**src/rtl/pchdiv_pkg.sv**
```systemverilog
package pchdiv_pkg;

  // Raw total divide: field value (zero maps to the field maximum) times the fixed factor
  function automatic int unsigned raw_total(int unsigned field, int unsigned field_max,
                                            int unsigned fixed_div);
    int unsigned d;
    d = (field == 0) ? field_max : field;
    return d * fixed_div;
  endfunction

  // Cycles the output stays high within a period of the given length
  function automatic int unsigned high_cycles(int unsigned total);
    return total / 2;
  endfunction

endpackage

```
**src/rtl/pchdiv_cfg_reg.sv**
```systemverilog
module pchdiv_cfg_reg #(
  parameter int unsigned CTRL_W = 9,
  parameter logic [CTRL_W-1:0] RESET_VAL = '0
) (
  input  logic              clk,
  input  logic              rst_n,
  input  logic              we,
  input  logic [CTRL_W-1:0] wdata,
  output logic [CTRL_W-1:0] ctrl_q
);
  always_ff @(posedge clk or negedge rst_n) begin
    if (!rst_n)  ctrl_q <= RESET_VAL;
    else if (we) ctrl_q <= wdata;
  end
endmodule

```
**src/rtl/pchdiv_counter.sv**
```systemverilog
module pchdiv_counter #(
  parameter int unsigned CNT_W = 9
) (
  input  logic             clk,
  input  logic             rst_n,
  input  logic             run,
  input  logic [CNT_W-1:0] total_cur,
  output logic [CNT_W-1:0] cnt_q,
  output logic [CNT_W-1:0] per_q,
  output logic [CNT_W-1:0] cnt_nxt,
  output logic [CNT_W-1:0] per_nxt,
  output logic             wrap
);
  localparam logic [CNT_W-1:0] ONE = CNT_W'(1);
  localparam logic [CNT_W-1:0] TWO = CNT_W'(2);

  assign wrap = (cnt_q == per_q - ONE);

  always_comb begin
    if (!run) begin
      // parked on the last count so the first running edge opens a new period
      cnt_nxt = total_cur - ONE;
      per_nxt = total_cur;
    end else if (wrap) begin
      cnt_nxt = '0;
      per_nxt = total_cur;
    end else begin
      cnt_nxt = cnt_q + ONE;
      per_nxt = per_q;
    end
  end

  always_ff @(posedge clk or negedge rst_n) begin
    if (!rst_n) begin
      cnt_q <= ONE;
      per_q <= TWO;
    end else begin
      cnt_q <= cnt_nxt;
      per_q <= per_nxt;
    end
  end
endmodule

```
**src/rtl/pchdiv_phase.sv**
```systemverilog
module pchdiv_phase #(
  parameter int unsigned CNT_W = 9
) (
  input  logic             clk,
  input  logic             rst_n,
  input  logic             run,
  input  logic [CNT_W-1:0] cnt_nxt,
  input  logic [CNT_W-1:0] per_nxt,
  output logic             out_q
);
  logic [CNT_W-1:0] hi_len;
  assign hi_len = CNT_W'(pchdiv_pkg::high_cycles(32'(per_nxt)));

  always_ff @(posedge clk or negedge rst_n) begin
    if (!rst_n) out_q <= 1'b0;
    else        out_q <= run && (cnt_nxt < hi_len);
  end
endmodule

```
**src/rtl/pll_chan_div.sv**
```systemverilog
module pll_chan_div #(
  parameter int unsigned DIV_W     = 8,
  parameter int unsigned FIXED_DIV = 1,
  parameter logic [DIV_W:0] RESET_CTRL = {1'b0, DIV_W'(4)}
) (
  input  logic           pll_clk,
  input  logic           rst_n,
  input  logic           cfg_we,
  input  logic [DIV_W:0] cfg_wdata,
  input  logic           hold,
  output logic           clk_out
);
  localparam int unsigned CTRL_W    = DIV_W + 1;
  localparam int unsigned DIV_MAX   = (1 << DIV_W) - 1;
  localparam int unsigned MAX_TOTAL = DIV_MAX * FIXED_DIV;
  localparam int unsigned CNT_W     = $clog2(MAX_TOTAL + 1);

  logic [CTRL_W-1:0] ctrl_q;
  logic [DIV_W-1:0]  div_field;
  logic              stop_bit;
  logic              run;
  logic [CNT_W-1:0]  raw_cur;
  logic [CNT_W-1:0]  total_cur;
  logic [CNT_W-1:0]  cnt_q, per_q, cnt_nxt, per_nxt;
  logic              wrap_ev;

  pchdiv_cfg_reg #(.CTRL_W(CTRL_W), .RESET_VAL(RESET_CTRL)) u_cfg (
    .clk(pll_clk), .rst_n(rst_n), .we(cfg_we), .wdata(cfg_wdata), .ctrl_q(ctrl_q)
  );

  assign div_field = ctrl_q[DIV_W-1:0];
  assign stop_bit  = ctrl_q[DIV_W];
  assign run       = !stop_bit && !hold;
  assign raw_cur   = CNT_W'(pchdiv_pkg::raw_total(32'(div_field), DIV_MAX, FIXED_DIV));

  generate
    if (FIXED_DIV == 1) begin : gen_clamp
      assign total_cur = (raw_cur < CNT_W'(2)) ? CNT_W'(2) : raw_cur;
    end else begin : gen_noclamp
      assign total_cur = raw_cur;
    end
  endgenerate

  pchdiv_counter #(.CNT_W(CNT_W)) u_cnt (
    .clk(pll_clk), .rst_n(rst_n), .run(run), .total_cur(total_cur),
    .cnt_q(cnt_q), .per_q(per_q), .cnt_nxt(cnt_nxt), .per_nxt(per_nxt), .wrap(wrap_ev)
  );

  pchdiv_phase #(.CNT_W(CNT_W)) u_phase (
    .clk(pll_clk), .rst_n(rst_n), .run(run),
    .cnt_nxt(cnt_nxt), .per_nxt(per_nxt), .out_q(clk_out)
  );
endmodule

```
**config.mk**
```make
export PLATFORM = sky130hd
export DESIGN_NAME = pll_chan_div
export DESIGN_NICKNAME = d
export VERILOG_FILES = /design/src/rtl/pchdiv_pkg.sv /design/src/rtl/pchdiv_cfg_reg.sv /design/src/rtl/pchdiv_counter.sv /design/src/rtl/pchdiv_phase.sv /design/src/rtl/pll_chan_div.sv
export SDC_FILE = /design/constraint.sdc
export NUM_CORES = 1
export LEC_CHECK = 0
export ABC_AREA = 1
export BUFFER_PORTS_ARGS = -buffer_cell sky130_fd_sc_hd__clkbuf_2
export CAP_MARGIN = 20
export CORE_ASPECT_RATIO = 1.4
export CORE_MARGIN = 1.5
export CORE_UTILIZATION = 59
export DETAILED_ROUTE_END_ITERATION = 12
export HOLD_SLACK_MARGIN = 0.08
export PLACE_DENSITY = 0.87
export SLEW_MARGIN = 25
export SYNTH_ARGS = -nofsm -noshare
export SYNTH_HDL_FRONTEND = slang
export SYNTH_SLANG_ARGS = --single-unit
export TNS_END_PERCENT = 5
```
**constraint.sdc**
```tcl
create_clock -name pll_clk -period 3.2 [get_ports pll_clk]
set_input_delay 0.96 -clock pll_clk [delete_from_list [all_inputs] [get_ports pll_clk]]
set_output_delay 0.96 -clock pll_clk [all_outputs]
set_load 0.01 [all_outputs]
```
==> results of run 1 <==
[synthesized netlist by cell type, drive strengths merged]
library cell	count
nand2	67
inv	43
nor2	25
dfrtp	23
o21ai	21
nand3	18
xor2	11
ha	9
nand4	7
nor3	4
dfstp	3
nand3b	3
a21oi	2
clkbuf	2
o22ai	2
buf	1
clkinv	1
mux2	1
nor4	1
o2111ai	1
o2bb2ai	1
xnor2	1
[per-stage QoR]
| stage | instances | utilization [%] | instance area, sq um |
|---|---|---|---|
| after CTS | 298 | 67.3 | 1940 |
| after floorplan | 247 | - | 1780 |
| after detailed placement | 294 | 65.4 | 1880 |
| after global placement | 294 | 65.4 | 1880 |
| after global routing | 298 | 67.3 | 1940 |
| final | 298 | 67.3 | 1940 |
[final timing paths]
path	start	slack [ps]	to
setup / recovery	u_cfg.ctrl_q[1]$_DFFE_PN0P_	330	u_phase.out_q$_DFF_PN0_
max in group asynchronous	rst_n	2090	u_cnt.per_q[3]$_DFF_PN0_
setup reg to reg	u_cfg.ctrl_q[1]$_DFFE_PN0P_	330	u_phase.out_q$_DFF_PN0_
hold reg to reg	u_cfg.ctrl_q[8]$_DFFE_PN0P_	520	u_cfg.ctrl_q[8]$_DFFE_PN0P_
min in group asynchronous	rst_n	690	u_cfg.ctrl_q[8]$_DFFE_PN0P_
hold / removal	u_cfg.ctrl_q[8]$_DFFE_PN0P_	520	u_cfg.ctrl_q[8]$_DFFE_PN0P_
[sequential cells by signal (all words and copies together), names as in the netlist]
name,count
u_cnt.per_q,8
u_phase.out_q,1
u_cfg.ctrl_q,9
u_cnt.cnt_q,8
[power breakdown]
| group | internal [uW] | switching (uW) |
|---|---|---|
| Clock | 110 | 103 |
| Sequential | 381 | 54.4 |
| Combinational | 137 | 232 |
[area by class of cell]
| type | count | area share (%) |
|---|---|---|
| inverters | 44 | 8.52 |
| flip-flops and latches | 26 | 33.8 |
| repair buffers | 13 | 3.36 |
| clock buffers | 4 | 2.84 |
| well taps | 37 | 2.39 |
| multi-input cells | 174 | 49.1 |
[critical path: cells and delay by family, from the launching register on]
kind | cells | cell delay [ps]
xor+xnor | 1 | 160
flops | 1 | 380
buf+inv | 2 | 140
fa+ha+maj | 1 | 340
simple gates | 10 | 1390
compound gates | 3 | 400
[cell families (layout without fill, tap and decap cells)]
family                   Yosys count  count (layout)  synth area share, %
AND/OR/NAND/NOR                  125             125                 32.4
adder cells (fa/ha/maj)            9               9                 6.31
multiplexers                       1               1                0.631
flip-flops                        26              26                 36.7
AO/OA/AOI/OAI                     27              27                 8.13
buffers and inverters             47              61                 9.96
XOR/XNOR                          12              12                 5.89
[metal layers]
metal / vias to the layer above / wire [um] / part of all wire, % / GRT usage [%]
li1: 813 / - / - / -
met4: 0 / 155 / 3.9 / 12.8
met1: 741 / 1470 / 37 / 25.6
met2: 41 / 2230 / 56 / 53.5
met5: - / 0 / 0 / 0
met3: 13 / 100 / 2.5 / 1.75
==> results by group, run 1 <==
Outcome
  – Status: finished clean

Worst setup path
  – Largest stage delay on the critical path: 380 ps
  – Type of the worst setup path: reg2reg
  – Worst Reg-to-Reg Cells: 17
  – Critical Path, Cell by Cell: inv_2 > nand4_1 > nor2_4 > nor2_2 > nand2_1 > nand2_1 > nor4_1 > nand2_1 > xor2_1 > nand2_1 > o21ai_0 > ha_1 > a21oi_1 > o2111ai_1 > inv_1 > nand2_1 > nor2_2
  – Crit start category: flop
  – CP max-delay cell: dfrtp_1
  – Most common cell on crit path: nand2_1
  – Crit path DAT: 3080 ps
  – Setup crit end kind: flop
  – CP max FO: 8
  – Data required, critical path: 3410 ps

Die
  – Die area: 0.00337 sq mm
  – Chip width: 49.5 um
  – Number of cell rows: 23
  – Core Area: 0.00288 sq mm
  – Die height: 68.1 um
  – Boundary pin count: 14
  – Starting Density: 62.0%

STA
  – Worst Skew: 5.77 ps
  – Relative slew slack: 57.4%
  – Slew Viols, Final: 0
  – Final Critical Period: 2870 ps
  – Worst-Margin Slew: 639 ps
  – Final hold violations: 0
  – Tcrit/Tclk final: 89.7%
  – RSZ-0062 raised after global routing: false
  – Post-route setup slack: 329 ps
  – Final setup violation count: 0
  – Fin Hold WS: 515 ps
  – Max Fclk: 0.348 GHz
  – Fin Setup TNS: 0 ps

Routing
  – Via count: 1608
  – Initial DRC Count: 52
  – Avg Vias per Cell: 5.40
  – Routed wire length: 3.95 mm
  – WL/cell: 13.3 um
  – DRC viols: 0
  – Post-route ant nets: 0
  – DRT Pass-1 Iters: 4

Final layout
  – Synth-to-layout area growth: 8.63%
  – Fill count: 252
  – N_diodes: 0
  – Multi-input gate area: 952 sq um
  – Nets: 284
  – Share of layout cells above drive strength 1: 16.9%
  – Commonest non-fill, non-tap cell in the layout: nand2_1
  – Register area: 654 sq um
  – Most frequent cells in the layout: nand2_1 (62), inv_1 (35), dfrtp_1 (23)

Synth
  – Mapped Avg Cell Area: 7.22 sq um
  – Cell count after synthesis: 247
  – Syn_nets: 269
  – Synth top area cells: dfrtp_1 (32%), nand2_1 (13%), inv_1 (7.4%)
  – Cell taking the most area after synthesis: dfrtp_1
  – Synth Cell Area: 0.00178 sq mm
  – Count of unique library cells instantiated by Yosys: 29
  – Ys Warns: 0
  – Register area share after synthesis: 36.7%
  – Share of the synthesized area in the top cell type: 32.3%
  – #FFs+latches synth: 26

Clock tree
  – Clock Sinks: 26
  – Worst skew pair latency: 270 ps
  – CTS buffer count: 3
  – Hold buffer count at CTS: 0
  – Post-CTS Resized: 0
  – Max clock buf depth: 2
  – CTS Root Cell: clkbuf_8
  – H-tree depth: 1
  – Post-CTS setup buffers: 0
  – Register clock-pin slew on the reported worst setup and hold paths: 90 ps
  – CTS tree: done

Power
  – Lkg Pwr: 0.00101 uW
  – IR drop worst, VDD: 0.000316 V
  – Cell Pwr Density: 525 mW/mm^2
  – Power, Total: 1020 uW

Global routing
  – First-pass GRT wire length: 6.60 mm
  – Antenna violations before repair: 0
  – Vias in the first global route: 1571
  – GRT Overall Usage: 25.8%
  – GR Overflow Total: 0
  – Pin count of the biggest net entering global routing: 27

Worst hold path
  – Worst Hold Depth: 1
  – Hold Crit Class: reg2reg

Placement
  – Detailed placer's ending HPWL: 3.11 mm
  – PortBufs: 13
  – Worst slack, placed: 384 ps
  – GPL Wtd Cong: 0.875

Flow run
  – Max cap viols: 0
Power figures use the tool's default switching activity.
==> inputs of run 2 (changes only) <==
clock period = 3.3 ns   (was 3.2 ns; I/O delays follow)
==> run 2 against run 1 <==
  * Die area did not move
  * Sequential share of layout area did not move
  * Clock power fell by 2%
  * Register-to-register slack improved by 170 ps
  * Worst setup slack improved by 170 ps
  * Total power fell by 3.7%
  * Hold slack got worse by 4.4 ps
  * Non-clock buffer count did not move
  * Largest power group unchanged
==> results by group, run 2 (synthesized netlist as in run 1, its figures left out) <==
Outcome
  – Status: finished clean

Die
  – Boundary pin count: 14 (unchanged)
  – Chip width: 49.5 um (unchanged)
  – Die area: 0.00337 sq mm (unchanged)
  – Starting Density: 62.0% (unchanged)
  – Core Area: 0.00288 sq mm (unchanged)
  – Number of cell rows: 23 (unchanged)
  – Die height: 68.1 um (unchanged)

STA
  – Slew Viols, Final: 0 (unchanged)
  – Fin Setup TNS: 0 ps (unchanged)
  – Final hold violations: 0 (unchanged)
  – Post-route setup slack: 504 ps (+175 ps)
  – Max Fclk: 0.358 GHz (+2.7%)
  – Tcrit/Tclk final: 84.7% (-5.0 points)
  – Fin Hold WS: 511 ps (-4.35 ps)
  – Worst-Margin Slew: 641 ps (+1.59 ps)
  – Final Critical Period: 2800 ps (-75.0 ps)
  – Relative slew slack: 57.3% (-0.11 points)
  – RSZ-0062 raised after global routing: false
  – Final setup violation count: 0 (unchanged)
  – Worst Skew: 4.08 ps (-1.69 ps)

Final layout
  – Largest registers: u_cfg.ctrl_q (9), u_cnt.cnt_q (8), u_cnt.per_q (8)
  – Max reg flops: 9 (unchanged)
  – Synth-to-layout area growth: 8.63% (unchanged)
  – Fill count: 254 (+0.79%)
  – Finished Layout Cells: 298 (unchanged)
  – Nets: 284 (unchanged)
  – Most flops, register: u_cfg.ctrl_q
  – N_diodes: 0 (unchanged)
  – Commonest non-fill, non-tap cell in the layout: nand2_1
  – Share of layout cells above drive strength 1: 16.9% (unchanged)
  – Most frequent cells in the layout: nand2_1 (62), inv_1 (35), dfrtp_1 (23)

Worst setup path
  – Critical Path, Cell by Cell: inv_1 > nand4_1 > nor2_4 > nor2_2 > nand2_1 > nand2_1 > nor4_1 > nand2_1 > xor2_1 > nand2_1 > o21ai_0 > ha_1 > a21oi_1 > o2111ai_1 > inv_1 > nand2_1 > nor2_2
  – Crit path DAT: 3010 ps (-70 ps)
  – Setup crit end kind: flop
  – Crit start category: flop
  – CP max-delay cell: dfrtp_1
  – Data required, critical path: 3520 ps (+110 ps)
  – Type of the worst setup path: reg2reg
  – CP max FO: 8 (unchanged)
  – Most common cell on crit path: nand2_1
  – Largest stage delay on the critical path: 420 ps (+40 ps)
  – Reg-to-reg slack, setup: 500 ps (+170 ps)

Clock tree
  – Register clock-pin slew on the reported worst setup and hold paths: 90 ps (about the same)
  – Post-CTS Resized: 0 (unchanged)
  – CTS tree: done
  – CTS Root Cell: clkbuf_8
  – Worst skew pair latency: 280 ps (about the same)
  – Clock Sinks: 26 (unchanged)
  – Max clock buf depth: 2 (unchanged)
  – CTS buffer count: 3 (unchanged)
  – Post-CTS setup buffers: 0 (unchanged)
  – H-tree depth: 1 (unchanged)
  – Hold buffer count at CTS: 0 (unchanged)

Placement
  – GPL Wtd Cong: 0.880 (+0.61%)
  – PortBufs: 13 (unchanged)
  – Dpl cells: 294 (unchanged)
  – Worst slack, placed: 462 ps (+77.8 ps)
  – Detailed placer's ending HPWL: 2.85 mm (-8.5%)

Power
  – Cell Pwr Density: 506 mW/mm^2 (-3.7%)
  – IR drop worst, VDD: 0.000328 V (+3.7%)
  – Lkg Pwr: 0.00101 uW (unchanged)

Routing
  – Initial DRC Count: 41 (-21%)
  – Avg Vias per Cell: 5.18 (-3.9%)
  – WL/cell: 12.1 um (-8.5%)
  – DRT Pass-1 Iters: 4 (unchanged)
  – Routed wire length: 3.62 mm (-8.5%)
  – Via count: 1545 (-3.9%)
  – Post-route ant nets: 0 (unchanged)
  – DRC viols: 0 (unchanged)

Flow run
  – Max cap viols: 0 (unchanged)

Global routing
  – Pin count of the biggest net entering global routing: 27 (unchanged)
  – GRT Overall Usage: 25.4% (-0.45 points)
  – Antenna violations before repair: 0 (unchanged)
  – GR Overflow Total: 0 (unchanged)
  – First-pass GRT wire length: 6.41 mm (-2.9%)
  – Vias in the first global route: 1499 (-4.6%)

Worst hold path
  – Hold Crit Class: reg2reg
-- run 2: cell counts in the layout (fill, tap and decap cells not counted) --
Identical to the previous run, type by type.
-- run 2: area by class of cell --
cell class | instances | area [sq um] | area share (%)
Multi-Input combinational cell | 174 | 952 | 49.1
Sequential cell | 26 | 654 | 33.8
Inverter | 44 | 165 | 8.52
Timing Repair Buffer | 13 | 65.1 | 3.36
Clock buffer | 4 | 55.1 | 2.84
Tap cell | 37 | 46.3 | 2.39
-- run 2: report_power, final --
group,internal (uW),switching [uW]
logic,133,220
clock network,107,102
registers,369,49.4
-- run 2: path summary, 6_finish.rpt --
kind	startpoint	endpoint	cells past startpoint
worst min register to register	u_cfg.ctrl_q[2]$_DFFE_PN1P_	u_cfg.ctrl_q[2]$_DFFE_PN1P_	2
min in group asynchronous	rst_n	u_cfg.ctrl_q[6]$_DFFE_PN0P_	1
worst max-delay path	u_cfg.ctrl_q[4]$_DFFE_PN0P_	u_phase.out_q$_DFF_PN0_	17
worst max register to register	u_cfg.ctrl_q[4]$_DFFE_PN0P_	u_phase.out_q$_DFF_PN0_	17
max in group asynchronous	rst_n	u_cnt.per_q[3]$_DFF_PN0_	1
worst min-delay path	u_cfg.ctrl_q[2]$_DFFE_PN1P_	u_cfg.ctrl_q[2]$_DFFE_PN1P_	2
-- run 2: through the flow --
step           util, %  total power (uW)  cell area (sq um)
2_1_floorplan        -               683               1780
3_3_place_gp      65.4               760               1880
3_5_place_dp      65.4               769               1880
4_1_cts           67.3               980               1940
5_1_grt           67.3              1050               1940
6_report          67.3               980               1940
-- run 2: routing by layer --
layer	global-route usage (%)	part of all wire, %
met1	26.0	40
met2	50.7	54
met3	3.49	2.7
met4	11.8	3.2
met5	0	0
-- run 2: worst max-delay path, delay by kind of cell, from the launching register on --
family	cells	cell delay [ps]
AOI/OAI and AO/OA	3	380
buffers and inverters	2	160
DFF	1	420
adders and majority gates	1	330
and+or+nand+nor	10	1280
xor gates and xnor gates	1	160
==> inputs of run 3 (changes only) <==
clock period = 2.85 ns   (was 3.3 ns; I/O delays follow)
==> run 3 against run 2 <==
  * Clock power up 2%
  * Via count increased by 8.8%
  * Die area stayed put
  * Combinational power increased by 30%
  * Sequential cell count unchanged
  * Wire length rose by 19%
  * Sequential share of layout area down 1.8 points
  * Sequential power is 17% higher
  * Global-route usage is 1.1 points lower
  * First-iteration DRC count increased by 80%
==> results by group, run 3 (synthesized netlist as in run 1, its figures left out) <==
Worst setup path
  – Instance count on the critical path: 16 (-1)
  – Data required, critical path: 3020 ps (-500 ps)
  – Setup crit end kind: flop
  – Largest stage delay on the critical path: 590 ps (+170 ps)
  – Critical Path, Cell by Cell: inv_2 > nand4_1 > nor2_4 > buf_4 > nor2_1 > inv_1 > nor2_1 > nand3_1 > xor2_1 > o2bb2ai_1 > ha_1 > inv_1 > o2111ai_1 > inv_1 > nand2_1 > nor2_2
  – Type of the worst setup path: reg2reg
  – Critical Path End: u_phase.out_q$_DFF_PN0_
  – Worst Reg-to-Reg Cells: 16 (-1)
  – Worst R2R Start: u_cfg.ctrl_q[2]$_DFFE_PN1P_
  – CP max-delay cell: dfstp_2
  – Reg-to-reg slack, setup: 120 ps (-390 ps)
  – Worst r2r dst: u_phase.out_q$_DFF_PN0_
  – CP max FO: 6 (-2)
  – Crit path DAT: 2900 ps (-110 ps)
  – Most common cell on crit path: inv_1
  – Crit start category: flop
  – Crit path max-delay family: simple AND/OR/NAND/NOR gates
  – CP startpoint: u_cfg.ctrl_q[2]$_DFFE_PN1P_
  – Crit path buf inv count: 5 (+3)

Final layout
  – N_diodes: 0 (unchanged)
  – Fill count: 232 (-8.7%)
  – Largest registers: u_cfg.ctrl_q (9), u_cnt.cnt_q (8), u_cnt.per_q (8)
  – Post-layout util: 71.2% (+3.8 points)
  – Synth-to-layout area growth: 14.8%
  – Finished Layout Cells: 305 (+2.3%)
  – Max reg flops: 9 (unchanged)
  – Multi-input gate area: 0.00102 sq mm (+6.8%)
  – Nets: 291 (+2.5%)
  – Cell area after layout: 0.00205 sq mm (+5.7%)
  – Share of layout cells above drive strength 1: 21.3% (+4.4 points)
  – Most frequent cells in the layout: nand2_1 (61), inv_1 (35), dfrtp_1 (23)
  – Most flops, register: u_cfg.ctrl_q
  – Commonest non-fill, non-tap cell in the layout: nand2_1
  – Register area: 654 sq um (unchanged)

Routing
  – Routed wire length: 4.30 mm (+19%)
  – Avg Vias per Cell: 5.51 (+6.3%)
  – Initial DRC Count: 74 (+80%)
  – Via count: 1681 (+8.8%)
  – DRT Pass-1 Iters: 4 (unchanged)
  – Post-route ant nets: 0 (unchanged)
  – DRC viols: 0 (unchanged)
  – WL/cell: 14.1 um (+16%)

Power
  – Sequential power share: 42.1% (-0.6 points)
  – Cell Pwr Density: 567 mW/mm^2 (+12%)
  – Lkg Pwr: 0.00104 uW (+3.3%)
  – P_int: 704 uW (+16%)
  – Clock Power Share: 18.4% (-2.9 points)
  – P_sw: 457 uW (+23%)
  – IR drop worst, VDD: 0.000424 V (+29%)
  – Sw Ratio: 39.4% (+1.6 points)
  – Combinational share of power: 39.5% (+3.5 points)

Placement
  – Detailed placer's ending HPWL: 3.05 mm (+7.0%)
  – Dpl cells: 296 (+0.68%)
  – GPL Wtd Cong: 0.851 (-3.3%)
  – Dpl cell area: 0.00190 sq mm (+0.80%)
  – PortBufs: 13 (unchanged)

Worst hold path
  – Hold Crit Class: reg2reg

Global routing
  – Most used routing layer: met2
  – First-pass GRT wire length: 6.26 mm (-2.4%)
  – GRT Overall Usage: 24.3% (-1.1 points)
  – Met2 usage: 50.7% (unchanged)
  – GR Overflow Total: 0 (unchanged)
  – Pin count of the biggest net entering global routing: 27 (unchanged)
  – Antenna violations before repair: 0 (unchanged)
  – Met3 Use GR: 1.97% (-1.5 points)
  – Met1 global-route usage: 22.6% (-3.4 points)
  – Vias in the first global route: 1542 (+2.9%)

Clock tree
  – Max clock buf depth: 2 (unchanged)
  – CTS Root Cell: clkbuf_8
  – Register clock-pin slew on the reported worst setup and hold paths: 90 ps (about the same)
  – CTS buffer count: 3 (unchanged)
  – Clock Sinks: 26 (unchanged)
  – Hold buffer count at CTS: 0 (unchanged)
  – CTS tree: done
  – H-tree depth: 1 (unchanged)
  – Worst skew pair latency: 270 ps (about the same)

Flow run
  – Max cap viols: 0 (unchanged)

STA
  – Tcrit/Tclk final: 95.9% (+11 points)
  – Relative slew slack: 56.3% (-0.98 points)
  – Final hold violations: 0 (unchanged)
  – Worst-Margin Slew: 656 ps (+14.8 ps)
  – Worst Skew: 5.20 ps (+1.12 ps)
  – Fin Setup TNS: 0 ps (unchanged)
  – Max Fclk: 0.366 GHz (+2.3%)
  – Slew Viols, Final: 0 (unchanged)
  – Final setup violation count: 0 (unchanged)
  – Final Critical Period: 2730 ps (-62.4 ps)

Die
  – Chip width: 49.5 um (unchanged)
  – Number of cell rows: 23 (unchanged)
  – Starting Density: 62.0% (unchanged)
  – Boundary pin count: 14 (unchanged)
  – Die area: 0.00337 sq mm (unchanged)
  – Core Area: 0.00288 sq mm (unchanged)
  – Die height: 68.1 um (unchanged)

Outcome
  – Status: finished clean
run 3: cell types whose count changed in the layout (fill, tap and decap cells not counted), sizes merged:
cell	previous run	this run
buf	0	7
run 3: through the flow:
step | worst slack [ps] | hold WS [ps] | total power (uW)
floorplan | 245 | 477 | 791
finish | 117 | 515 | 1160
detailed placement | 61.9 | 498 | 899
CTS | 41.6 | 516 | 1110
global route | -120 | 525 | 1230
global placement | 123 | 491 | 883
run 3: routing by layer:
layer	routed length, um	part of all wire (%)	vias to the layer above
met5	0	0	-
met4	248	5.8	0
met3	187	4.4	24
met2	2390	56	58
met1	1470	34	768
li1	-	-	831
run 3: final cells by class:
type,count,area share [%]
clock buffers,4,2.20
inverters,44,8.19
multi-input cells,174,49.7
flip-flops and latches,26,31.9
well taps,37,2.26
repair buffers,20,5.74
run 3: worst register-to-register path, cell delays in order (launching register included):
cell       delay [ps]
dfstp_2           590
inv_2              50
nand4_1           140
nor2_4             70
buf_4             150
nor2_1            140
inv_1             110
nor2_1            200
nand3_1           140
xor2_1            180
o2bb2ai_1         170
ha_1              300
inv_1              40
o2111ai_1         170
inv_1              60
nand2_1            70
nor2_2             30
run 3: worst min-delay path by stage:
stage,depth (start not counted),startpoint,to,slack (ps)
2_1_floorplan,2,u_cfg.ctrl_q[2]$_DFFE_PN1P_,u_cfg.ctrl_q[2]$_DFFE_PN1P_,480
6_report,1,u_cfg.ctrl_q[8]$_DFFE_PN0P_,u_cfg.ctrl_q[8]$_DFFE_PN0P_,520
3_5_place_dp,1,u_cfg.ctrl_q[8]$_DFFE_PN0P_,u_cfg.ctrl_q[8]$_DFFE_PN0P_,500
5_1_grt,1,u_cfg.ctrl_q[8]$_DFFE_PN0P_,u_cfg.ctrl_q[8]$_DFFE_PN0P_,520
3_3_place_gp,1,u_cfg.ctrl_q[8]$_DFFE_PN0P_,u_cfg.ctrl_q[8]$_DFFE_PN0P_,490
4_1_cts,1,u_cfg.ctrl_q[8]$_DFFE_PN0P_,u_cfg.ctrl_q[8]$_DFFE_PN0P_,520
run 3: power by group through the flow:
stage | sequential, uW | clock, uW | combinational, uW
final | 489 | 213 | 459
after global routing | 495 | 223 | 516
after CTS | 486 | 211 | 412
after detailed placement | 493 | 0 | 406
after global placement | 490 | 0 | 393
after floorplan | 478 | 0 | 312
run 3: timing repair:
item	in CTS	in global routing
resized for setup	0	16
hold endpoints to repair	0	0
setup buffers	0	5
setup endpoints to repair	0	1
